[src/rtl/dcw_pkg.sv]
// Shared types for the descriptor walker.
// Assumes six 32-bit words per element, control word first.
package dcw_pkg;
    localparam int DCW_WORDS = 6;
    localparam int CB_BIT    = 0;
    localparam int LINK_BIT  = 2;
    localparam int LIE_BIT   = 3;
    localparam int RIE_BIT   = 4;

    typedef struct packed {
        logic [31:0] ctrl;
        logic [31:0] size;
        logic [31:0] sar_lo;
        logic [31:0] sar_hi;
        logic [31:0] dar_lo;
        logic [31:0] dar_hi;
    } dcw_elem_t;

    typedef enum logic [2:0] {
        ST_IDLE, ST_FETCH, ST_DECODE, ST_ISSUE, ST_STALL
    } dcw_state_t;

    typedef enum logic [1:0] {
        K_XFER, K_LINK, K_STALE
    } dcw_kind_t;
endpackage

[src/rtl/dcw_fetch.sv]
// Element fetcher: on go it reads DCW_WORDS consecutive words from the
// descriptor memory, starting at base, and captures them.
// Assumes read data arrives one cycle after the strobe. flush cancels a fetch.
module dcw_fetch
    import dcw_pkg::*;
#(
    parameter int AW = 10
) (
    input  logic          clk,
    input  logic          rst_n,
    input  logic          go,
    input  logic          flush,
    input  logic [AW-1:0] base,
    output logic          rd_en,
    output logic [AW-1:0] rd_addr,
    input  logic [31:0]   rd_data,
    output dcw_elem_t     elem,
    output logic          done
);
    localparam int IW = $clog2(DCW_WORDS + 1);
    localparam logic [IW-1:0] LAST = IW'(DCW_WORDS);

    logic          active;
    logic [IW-1:0] idx;
    logic [AW-1:0] base_q;
    logic [31:0]   word_q [DCW_WORDS];

    // Sequencer: word counter and latched base address.
    always_ff @(posedge clk) begin
        if (!rst_n) begin
            active <= 1'b0;
            idx    <= '0;
            base_q <= '0;
        end else if (flush) begin
            active <= 1'b0;
        end else if (go) begin
            active <= 1'b1;
            idx    <= '0;
            base_q <= base;
        end else if (active) begin
            idx <= idx + 1'b1;
            if (idx == LAST) active <= 1'b0;
        end
    end

    // Capture registers, one per element word.
    for (genvar k = 0; k < DCW_WORDS; k++) begin : g_cap
        always_ff @(posedge clk) begin
            if (!rst_n) word_q[k] <= '0;
            else if (active && idx == IW'(k + 1)) word_q[k] <= rd_data;
        end
    end

    // Read strobe, address and completion flag.
    always_comb begin
        rd_en   = active && (idx < LAST);
        rd_addr = base_q + AW'(idx);
        done    = active && (idx == LAST);
        elem    = '{ctrl: word_q[0], size: word_q[1], sar_lo: word_q[2],
                    sar_hi: word_q[3], dar_lo: word_q[4], dar_hi: word_q[5]};
    end

    // the words of one element are read from consecutive addresses
    a_r2_contiguous_reads: assert property (@(posedge clk) disable iff (!rst_n)
        rd_en && $past(rd_en) |-> rd_addr == $past(rd_addr) + AW'(1));
endmodule

[src/rtl/dcw_decode.sv]
// Element classifier: stale (change bit mismatch), link, or plain transfer.
// Purely combinational; the change bit is checked before the link flag.
module dcw_decode
    import dcw_pkg::*;
#(
    parameter int AW = 10
) (
    input  logic          cb,
    input  logic          link,
    input  logic          exp_cb,
    input  logic [AW-1:0] next_word,
    output dcw_kind_t     kind,
    output logic [AW-1:0] link_ptr
);
    // Classification with the change bit taking priority.
    always_comb begin
        if (cb != exp_cb) kind = K_STALE;
        else if (link)    kind = K_LINK;
        else              kind = K_XFER;
        link_ptr = next_word;
    end
endmodule

[src/rtl/dcw_irq.sv]
// Interrupt pulse generator: registers one-cycle done and abort pulses.
// Assumes hs already excludes a same-cycle abort.
module dcw_irq (
    input  logic clk,
    input  logic rst_n,
    input  logic hs,
    input  logic lie,
    input  logic rie,
    input  logic abort,
    output logic local_done,
    output logic remote_done,
    output logic abort_done
);
    // Pulse registers.
    always_ff @(posedge clk) begin
        if (!rst_n) begin
            local_done  <= 1'b0;
            remote_done <= 1'b0;
            abort_done  <= 1'b0;
        end else begin
            local_done  <= hs && lie;
            remote_done <= hs && rie;
            abort_done  <= abort;
        end
    end

    // a done pulse lasts exactly one cycle
    a_r7_local_single: assert property (@(posedge clk) disable iff (!rst_n)
        local_done |=> !local_done);
    a_r7_remote_single: assert property (@(posedge clk) disable iff (!rst_n)
        remote_done |=> !remote_done);
endmodule

[src/rtl/desc_chain_walker.sv]
// Descriptor walker top: walks a linked list of six-word elements, emits one
// copy command per valid element, follows link elements and parks on stale
// ones. Assumes a one-cycle-latency descriptor memory and a single doorbell
// for both start and retry.
module desc_chain_walker
    import dcw_pkg::*;
#(
    parameter int AW = 10
) (
    input  logic          clk,
    input  logic          rst_n,
    input  logic          doorbell,
    input  logic          abort,
    input  logic [AW-1:0] list_base,
    output logic          desc_rd_en,
    output logic [AW-1:0] desc_rd_addr,
    input  logic [31:0]   desc_rd_data,
    output logic          cmd_valid,
    input  logic          cmd_ready,
    output logic [63:0]   cmd_sar,
    output logic [63:0]   cmd_dar,
    output logic [31:0]   cmd_size,
    output logic          stalled,
    output logic          expect_cb,
    output logic          local_done,
    output logic          remote_done,
    output logic          abort_done
);
    localparam logic [AW-1:0] STEP = AW'(DCW_WORDS);

    dcw_state_t    state, state_n;
    logic [AW-1:0] ptr, ptr_n;
    logic          go, fetch_done, hs;
    dcw_elem_t     elem;
    dcw_kind_t     kind;
    logic [AW-1:0] link_ptr;
    logic          unused_ctrl_bits;

    assign unused_ctrl_bits = ^{elem.ctrl[31:5], elem.ctrl[1]};

    dcw_fetch #(.AW(AW)) u_fetch (
        .clk(clk), .rst_n(rst_n), .go(go), .flush(abort), .base(ptr_n),
        .rd_en(desc_rd_en), .rd_addr(desc_rd_addr), .rd_data(desc_rd_data),
        .elem(elem), .done(fetch_done)
    );

    dcw_decode #(.AW(AW)) u_decode (
        .cb(elem.ctrl[CB_BIT]), .link(elem.ctrl[LINK_BIT]), .exp_cb(expect_cb),
        .next_word(elem.sar_lo[AW+1:2]), .kind(kind), .link_ptr(link_ptr)
    );

    dcw_irq u_irq (
        .clk(clk), .rst_n(rst_n), .hs(hs),
        .lie(elem.ctrl[LIE_BIT]), .rie(elem.ctrl[RIE_BIT]), .abort(abort),
        .local_done(local_done), .remote_done(remote_done), .abort_done(abort_done)
    );

    // Next-state and next-fetch-address selection; abort overrides all.
    always_comb begin
        state_n = state;
        ptr_n   = ptr;
        go      = 1'b0;
        unique case (state)
            ST_IDLE: if (doorbell) begin
                go = 1'b1; ptr_n = list_base; state_n = ST_FETCH;
            end
            ST_FETCH: if (fetch_done) state_n = ST_DECODE;
            ST_DECODE: begin
                unique case (kind)
                    K_STALE: state_n = ST_STALL;
                    K_LINK: begin
                        go = 1'b1; ptr_n = link_ptr; state_n = ST_FETCH;
                    end
                    default: state_n = ST_ISSUE;
                endcase
            end
            ST_ISSUE: if (cmd_ready) begin
                go = 1'b1; ptr_n = ptr + STEP; state_n = ST_FETCH;
            end
            ST_STALL: if (doorbell) begin
                go = 1'b1; state_n = ST_FETCH;
            end
            default: state_n = ST_IDLE;
        endcase
        if (abort) begin
            state_n = ST_IDLE;
            go      = 1'b0;
        end
    end

    // State, element pointer and expected cycle bit registers.
    always_ff @(posedge clk) begin
        if (!rst_n) begin
            state     <= ST_IDLE;
            ptr       <= '0;
            expect_cb <= 1'b1;
        end else begin
            state <= state_n;
            if (go) ptr <= ptr_n;
            if (!abort && state == ST_DECODE && kind == K_LINK)
                expect_cb <= ~expect_cb;
        end
    end

    // Command and status outputs.
    always_comb begin
        cmd_valid = (state == ST_ISSUE);
        stalled   = (state == ST_STALL);
        cmd_sar   = {elem.sar_hi, elem.sar_lo};
        cmd_dar   = {elem.dar_hi, elem.dar_lo};
        cmd_size  = elem.size;
        hs        = cmd_valid && cmd_ready && !abort;
    end

    // a pending command holds its fields until accepted
    a_r3_cmd_hold: assert property (@(posedge clk) disable iff (!rst_n)
        cmd_valid && !cmd_ready && !abort |=>
        cmd_valid && $stable(cmd_sar) && $stable(cmd_dar) && $stable(cmd_size));
    // no descriptor read while a command waits
    a_r4_no_read_during_cmd: assert property (@(posedge clk) disable iff (!rst_n)
        cmd_valid |-> !desc_rd_en);
    // the cycle bit only flips right after an element decode
    a_r5_cb_flip_at_decode: assert property (@(posedge clk) disable iff (!rst_n)
        !$stable(expect_cb) |-> $past(state == ST_DECODE));
    // a stall persists until doorbell or abort
    a_r6_stall_holds: assert property (@(posedge clk) disable iff (!rst_n)
        stalled && !doorbell && !abort |=> stalled);
    // done pulses only follow a command handshake
    a_r7_done_after_hs: assert property (@(posedge clk) disable iff (!rst_n)
        (local_done || remote_done) |-> $past(cmd_valid && cmd_ready && !abort));
    // abort clears command and stall and raises the abort pulse
    a_r8_abort_idle: assert property (@(posedge clk) disable iff (!rst_n)
        abort |=> !cmd_valid && !stalled && abort_done && !local_done && !remote_done);
endmodule

[config.mk]
export PLATFORM = sky130hd
export DESIGN_NAME = desc_chain_walker
export DESIGN_NICKNAME = d
export VERILOG_FILES = /design/src/rtl/dcw_pkg.sv /design/src/rtl/dcw_fetch.sv /design/src/rtl/dcw_decode.sv /design/src/rtl/dcw_irq.sv /design/src/rtl/desc_chain_walker.sv
export SDC_FILE = /design/constraint.sdc
export NUM_CORES = 1
export LEC_CHECK = 0
export ABC_AREA = 1
export ABC_CLOCK_PERIOD_IN_PS = 5500
export BUFFER_PORTS_ARGS = -buffer_cell sky130_fd_sc_hd__buf_2
export CORE_ASPECT_RATIO = 1.5
export CORE_UTILIZATION = 41
export DETAILED_ROUTE_END_ITERATION = 7
export PLACE_DENSITY = 0.78
export REMOVE_ABC_BUFFERS = 1
export SLEW_MARGIN = 20
export SYNTH_ARGS = -nofsm -noshare
export SYNTH_HDL_FRONTEND = slang
export SYNTH_SLANG_ARGS = --single-unit
[constraint.sdc]
create_clock -name clk -period 5.5 [get_ports clk]
set_clock_uncertainty 0.1 [all_clocks]
set_input_delay 0.275 -clock clk [delete_from_list [all_inputs] [get_ports clk]]
set_output_delay 0.275 -clock clk [all_outputs]
set_load 0.02 [all_outputs]
* Yosys cells after proc, flatten, opt, wreduce, memory -nomap -nowiden
Memories as Yosys holds them, arrays and structs flattened.
Index checks and enable logic that the tools add are counted.
** Storage, ports and cells
- Logic and storage cells :: 106
- Output and inout port bits :: 177
- Memories kept :: 1
- Bits in writable memories :: 192
- Bits in registers :: 31
** Memory list
- u_fetch.word_q :: words 6, width 32, rd ports 6, clocked after memory_dff 0, write ports 6, RTL line dcw_fetch.sv:26 : logic [31:0] word_q [DCW_WORDS];
** Operators by class
- Reduce and logical (&&, ||, !) cells :: 21
- Magnitude comparators :: 1
- Bitwise operators :: 9
- Equality and inequality tests :: 16
- $add $sub $neg :: 3
- Multiplexer cells :: 46
** Operators with widths (count)
- 32-bit 2-to-1 mux :: 6
- 10-bit 2-to-1 mux :: 3
- 10-bit case mux with 3 select lines :: 1
- 1-bit 2-to-1 mux :: 27
- 3-bit 2-to-1 mux :: 5
- 1-bit logical AND :: 13
- 3-bit by 2-bit == test with 1-bit output (second input constant) :: 4
- 3-bit == test (second input constant) :: 4
- 3-bit case mux with 4 select lines :: 1
- 10-bit by 3-bit adder with 10-bit output :: 1
- 10-bit by 3-bit adder with 10-bit output (second input constant) :: 1
- 3-bit by 1-bit == test with 1-bit output (second input constant) :: 2
- 1-bit OR :: 6
- 3-bit case mux with 2 select lines :: 1
- 2-bit by 1-bit != test with 1-bit output (second input constant) :: 2
- 2-bit AND reduction :: 2
- 2-bit OR reduction :: 2
- 3-bit by 1-bit adder with 3-bit output (second input constant) :: 1
- 3-bit logical NOT :: 1
- 3-bit < comparator (second input constant) :: 1
- 1-bit NOT :: 3
- 1-bit case mux with 3 select lines :: 1
- 3-bit AND reduction :: 1
- 2-bit by 1-bit == test with 1-bit output (second input constant) :: 1
- 6 further kinds :: 6

* Depth between registers and ports, before layout
An unclocked memory read counts as a cell.
- Word-level depth :: 9
- Gate-level depth with buffers :: 11

* By module
Synthesis repeated with hierarchy kept, for this count alone.
** Unflattened totals
- Cells, all modules :: 829
- Area total of the unflattened synthesis :: 9196.3 µm²
** Modules (own cells, without submodules)
- dcw_fetch :: area each 7654.8 µm², instances 1, cells each 574, seq. area each 6045.8 µm²
- desc_chain_walker :: area each 1348.8 µm², instances 1, cells each 228, seq. area each 280.3 µm²
- dcw_decode :: area each 106.4 µm², instances 1, cells each 17, seq. area each 0.0 µm²
- dcw_irq :: area each 86.3 µm², instances 1, cells each 10, seq. area each 60.1 µm²

* Least setup slack after synthesis
Ideal clock, no wire load.
- Path type :: register to register
- Start :: reg u_fetch.idx[0]
- End :: mem u_fetch.word_q[1][0] (netlist: u_fetch.word_q[0][32]), enable pin
- Arrival time :: 3089 ps
- Setup time :: 470 ps
- Stages on the path, launching flop included :: 5
- Clock period less this slack :: 3659 ps
- Data required time :: 4930 ps
- Setup slack :: 1841 ps
- Cells stage by stage :: dfxtp_1 -> inv_1 -> ha_1 -> inv_1 -> o31ai_1
** RTL lines
- from (decl) :: RTL line dcw_fetch.sv:24 : logic [IW-1:0] idx;
- from (signal assigned) :: RTL line dcw_fetch.sv:41 : idx <= idx + 1'b1;
- to (decl) :: RTL line dcw_fetch.sv:26

* Worst setup path in the final report
- Start :: reg u_fetch.idx[0]
- End :: out desc_rd_addr[8]
** On the way
- Cells in the longest elaborated chain, start to end :: 1
** RTL lines
- 10-bit by 3-bit adder with 10-bit output :: RTL line dcw_fetch.sv:57 : rd_addr = base_q + AW'(idx);
- to (decl) :: RTL line desc_chain_walker.sv:16 : output logic [AW-1:0] desc_rd_addr,
Every way passes these cells.

==> impl_results.md <==
* CTS resizes at 0
* CP cell instances: ha_1 > inv_1 > fa_1 > nor2_1 > o21ai_0 > nor2_1 > nand2_1 > xor2_1 > buf_2
* Most Frequent Cell on Critical Path: nor2_1
* IO Pins at 224
* Measured slew at the worst slew-check pin at 0.898 ns
* Synth cell types at 28
* Routed Antenna Nets at 0
* Global-route wire length before repair at 29,900 um
* Final Critical Period at approximately 2.7 ns
* Post-synth EDFFs at 164
* Die Span X at 113 um
* Via count at 5,774
* Nets@finish at 976
* Reg2reg start: state[2]$_SDFFE_PP0P_
* Share of cells above drive strength 1 at 29.4%
* Sink Count at around 190
* Count of final max-slew check failures at 0
* Rel. slew slack at 39.9%
* H-tree depth at 4
* Post-synthesis cell area at 7610 um2
* Yosys reg bits at 185
* Rows at 60
* Placed Area at 9000 um2
* Outcome: complete, no violations
* Warnings, synthesis at 0
* Non-filler cells, final at 1,181
* Fillcell total at 1,615
* CP Launch Type: flip-flop
* Area fraction of the dominant cell type after synthesis at about two thirds
* Crit path max fanout at 5
* VDD IR max at 0.208 mV
* Hold Vio Cnt, Final at 0
* P per Cell Area at 329 nW/um2
* Largest net degree at the start of global routing at 33
* Delay-heaviest family, CP: adder cells
* Cts hold-fix bufs at 0
* Die area at 19,100 um2
* Worst Hold End: u_irq.abort_done$_SDFF_PN0_
* GRT Util Overall at 21.1%
* Core Util, Final at a little over half
* CTS Buffer Depth at 2
* Crit end category: output pin
* 1st-iter DRT viols at 386
* Post-place setup slack at 3.26 ns
* Die Y at 169 um
* Reg2reg setup slack at about 3.3 ns
* FF-to-FF path depth at 9
* Seq/Total Area, Yosys at 70.2%
* CTS Buf Count at 17
* Synth-to-Final Area Change at 26.7%
* Total gr overflow at 0
* Max-Cap Viols at 0
* Clock transition at the registers of the reported paths at 0.07 ns
* PortBufs at 223
* Worst-Skew Late Latency at 0.42 ns
* Starting Density at 42.1%
* Worst path arrival time at 2.31 ns
* DR vias/cell at between 4 and 5
* Leak pwr at 4.47 nW
* RePlAce Congestion at 0.927
* Postcts setup bufs at 0
* Critical path class: flip-flop to output pin
* Synthesized area per cell at 10.9 um2
* Setup ws final at between 2 and 3 ns
* Mapped Cells at 698
* Core area at 18,100 um2
* Vias in the first global route at 5,616
* CP Data Required Time at 5.12 ns
* Placed Cells at 1,148
* CTS tree: done
* CP max stage cell: dfxtp_1
* Dominant synthesized flop cell: edfxtp_1
* HP Start: abort
* Final Cycle Share at 48.8%
* Fmax at around 0.37 GHz
* Worst path buffer plus inverter count at 2
* CTS root buf: clkbuf_16
* Router iterations before antenna repair at 5
* Final setup TNS at 0 ns
* Largest cells by area after synthesis: edfxtp_1, nor2_1, dfxtp_1, nand2_1, inv_1
* Post-DP HPWL at 13,500 um
* Unrepaired setup endpoints after global routing: no
* Asr flop ratio synth at 0%
* Routed wire per std cell at approximately 17 um
* CP peak stage delay at 0.42 ns
* Total Wirelength at 19,900 um
* Setup Viol. Count Final at 0
* Hold_ws at 0.0491 ns
* Hold depth at 3
* Power consumption at 3.18 mW
* Yosys top cell by area: edfxtp_1
* Fin area at around 9600 um2
* Hold WC Path Type: primary input to flip-flop
* Initial antenna violation count at 1
* DR DRC count at 0
-- area by class of cell --
class	instances	area [um2]	share of cell area, %
clock buffer	17	425	4.41
timing repair buffer	229	1160	12.0
inverter	71	267	2.76
multi-input combinational	415	1920	19.9
antenna	1	2.50	0.0259
tap	248	310	3.22
sequential	185	5350	55.4
clock inverter	15	215	2.23
-- sequential cells by signal, summed over array words and instances (netlist names), named ones only --
name	count
expect_cb	1
u_irq.remote_done	1
u_fetch.active	1
u_fetch.word_q	164
u_irq.abort_done	1
u_fetch.idx	3
state	3
u_irq.local_done	1
-- cells in the mapped netlist (2+ instances only) --
cell      number
nand2_1       94
nand4_1        6
nor2_1       207
edfxtp_1     164
a21oi_1        9
o31ai_1        2
xor2_1         9
o21ai_0       22
buf_2          8
clkbuf_1      18
nand3_1       38
ha_1           9
nand3b_1       9
dfxtp_1       21
inv_1         69
-- placed cells by master (no fill, tap or decap), drive strengths merged, types with 2 or more instances in the layout --
cell type,netlist,layout
nor2,208,208
xor2,9,9
nand4,6,6
buf,9,229
bufinv,0,4
clkinv,1,6
nand3b,9,9
nor3,2,2
o31ai,2,2
clkbuf,18,17
a21oi,9,9
nand3,40,40
nand2,95,95
edfxtp,164,164
ha,9,9
inv,70,75
dfxtp,21,21
o21ai,22,22
-- kinds of logic after synthesis --
logic type	count (synthesis)	synth area share, %
AOI/OAI and AO/OA	34	2.33
and+or+nand+nor	361	19.5
xor gates and xnor gates	10	1.15
adders and majority gates	10	1.74
buffers and inverters	98	5.06
DFF	185	70.2
-- metal layers --
layer	vias to the layer above	GRT usage [%]	routed length [um]
met4	0	10.9	711
met1	2720	23.2	7380
met2	271	37.9	10600
met5	-	0	0
li1	2733	-	-
met3	50	4.44	1210
-- worst max-delay path by stage --
stage	start	to	slack [ns]	depth (start not counted)
finish	u_fetch.idx[0]$_SDFFE_PN0P_	desc_rd_addr[8]	2.81	9
detailed placement	u_fetch.idx[0]$_SDFFE_PN0P_	desc_rd_addr[8]	3.26	9
global placement	u_fetch.idx[0]$_SDFFE_PN0P_	desc_rd_addr[8]	3.30	9
floorplan	u_fetch.idx[0]$_SDFFE_PN0P_	u_fetch.word_q[0][32]$_SDFFCE_PN0P_	1.84	4
CTS	u_fetch.idx[0]$_SDFFE_PN0P_	desc_rd_addr[8]	2.80	9
global route	u_fetch.idx[0]$_SDFFE_PN0P_	desc_rd_addr[8]	2.60	9
-- report_power, final --
group | switching (mW) | total [mW] | internal, mW
clock network | 0.544 | 1.32 | 0.774
logic | 0.191 | 0.265 | 0.0739
registers | 0.0231 | 1.60 | 1.57
total | 0.757 | 3.18 | 2.42
-- worst min-delay path: stages --
cell	delay (ns)
buf_2	0.14
nand2_1	0.08
inv_1	0.04
(Power assumes the default switching activity.)
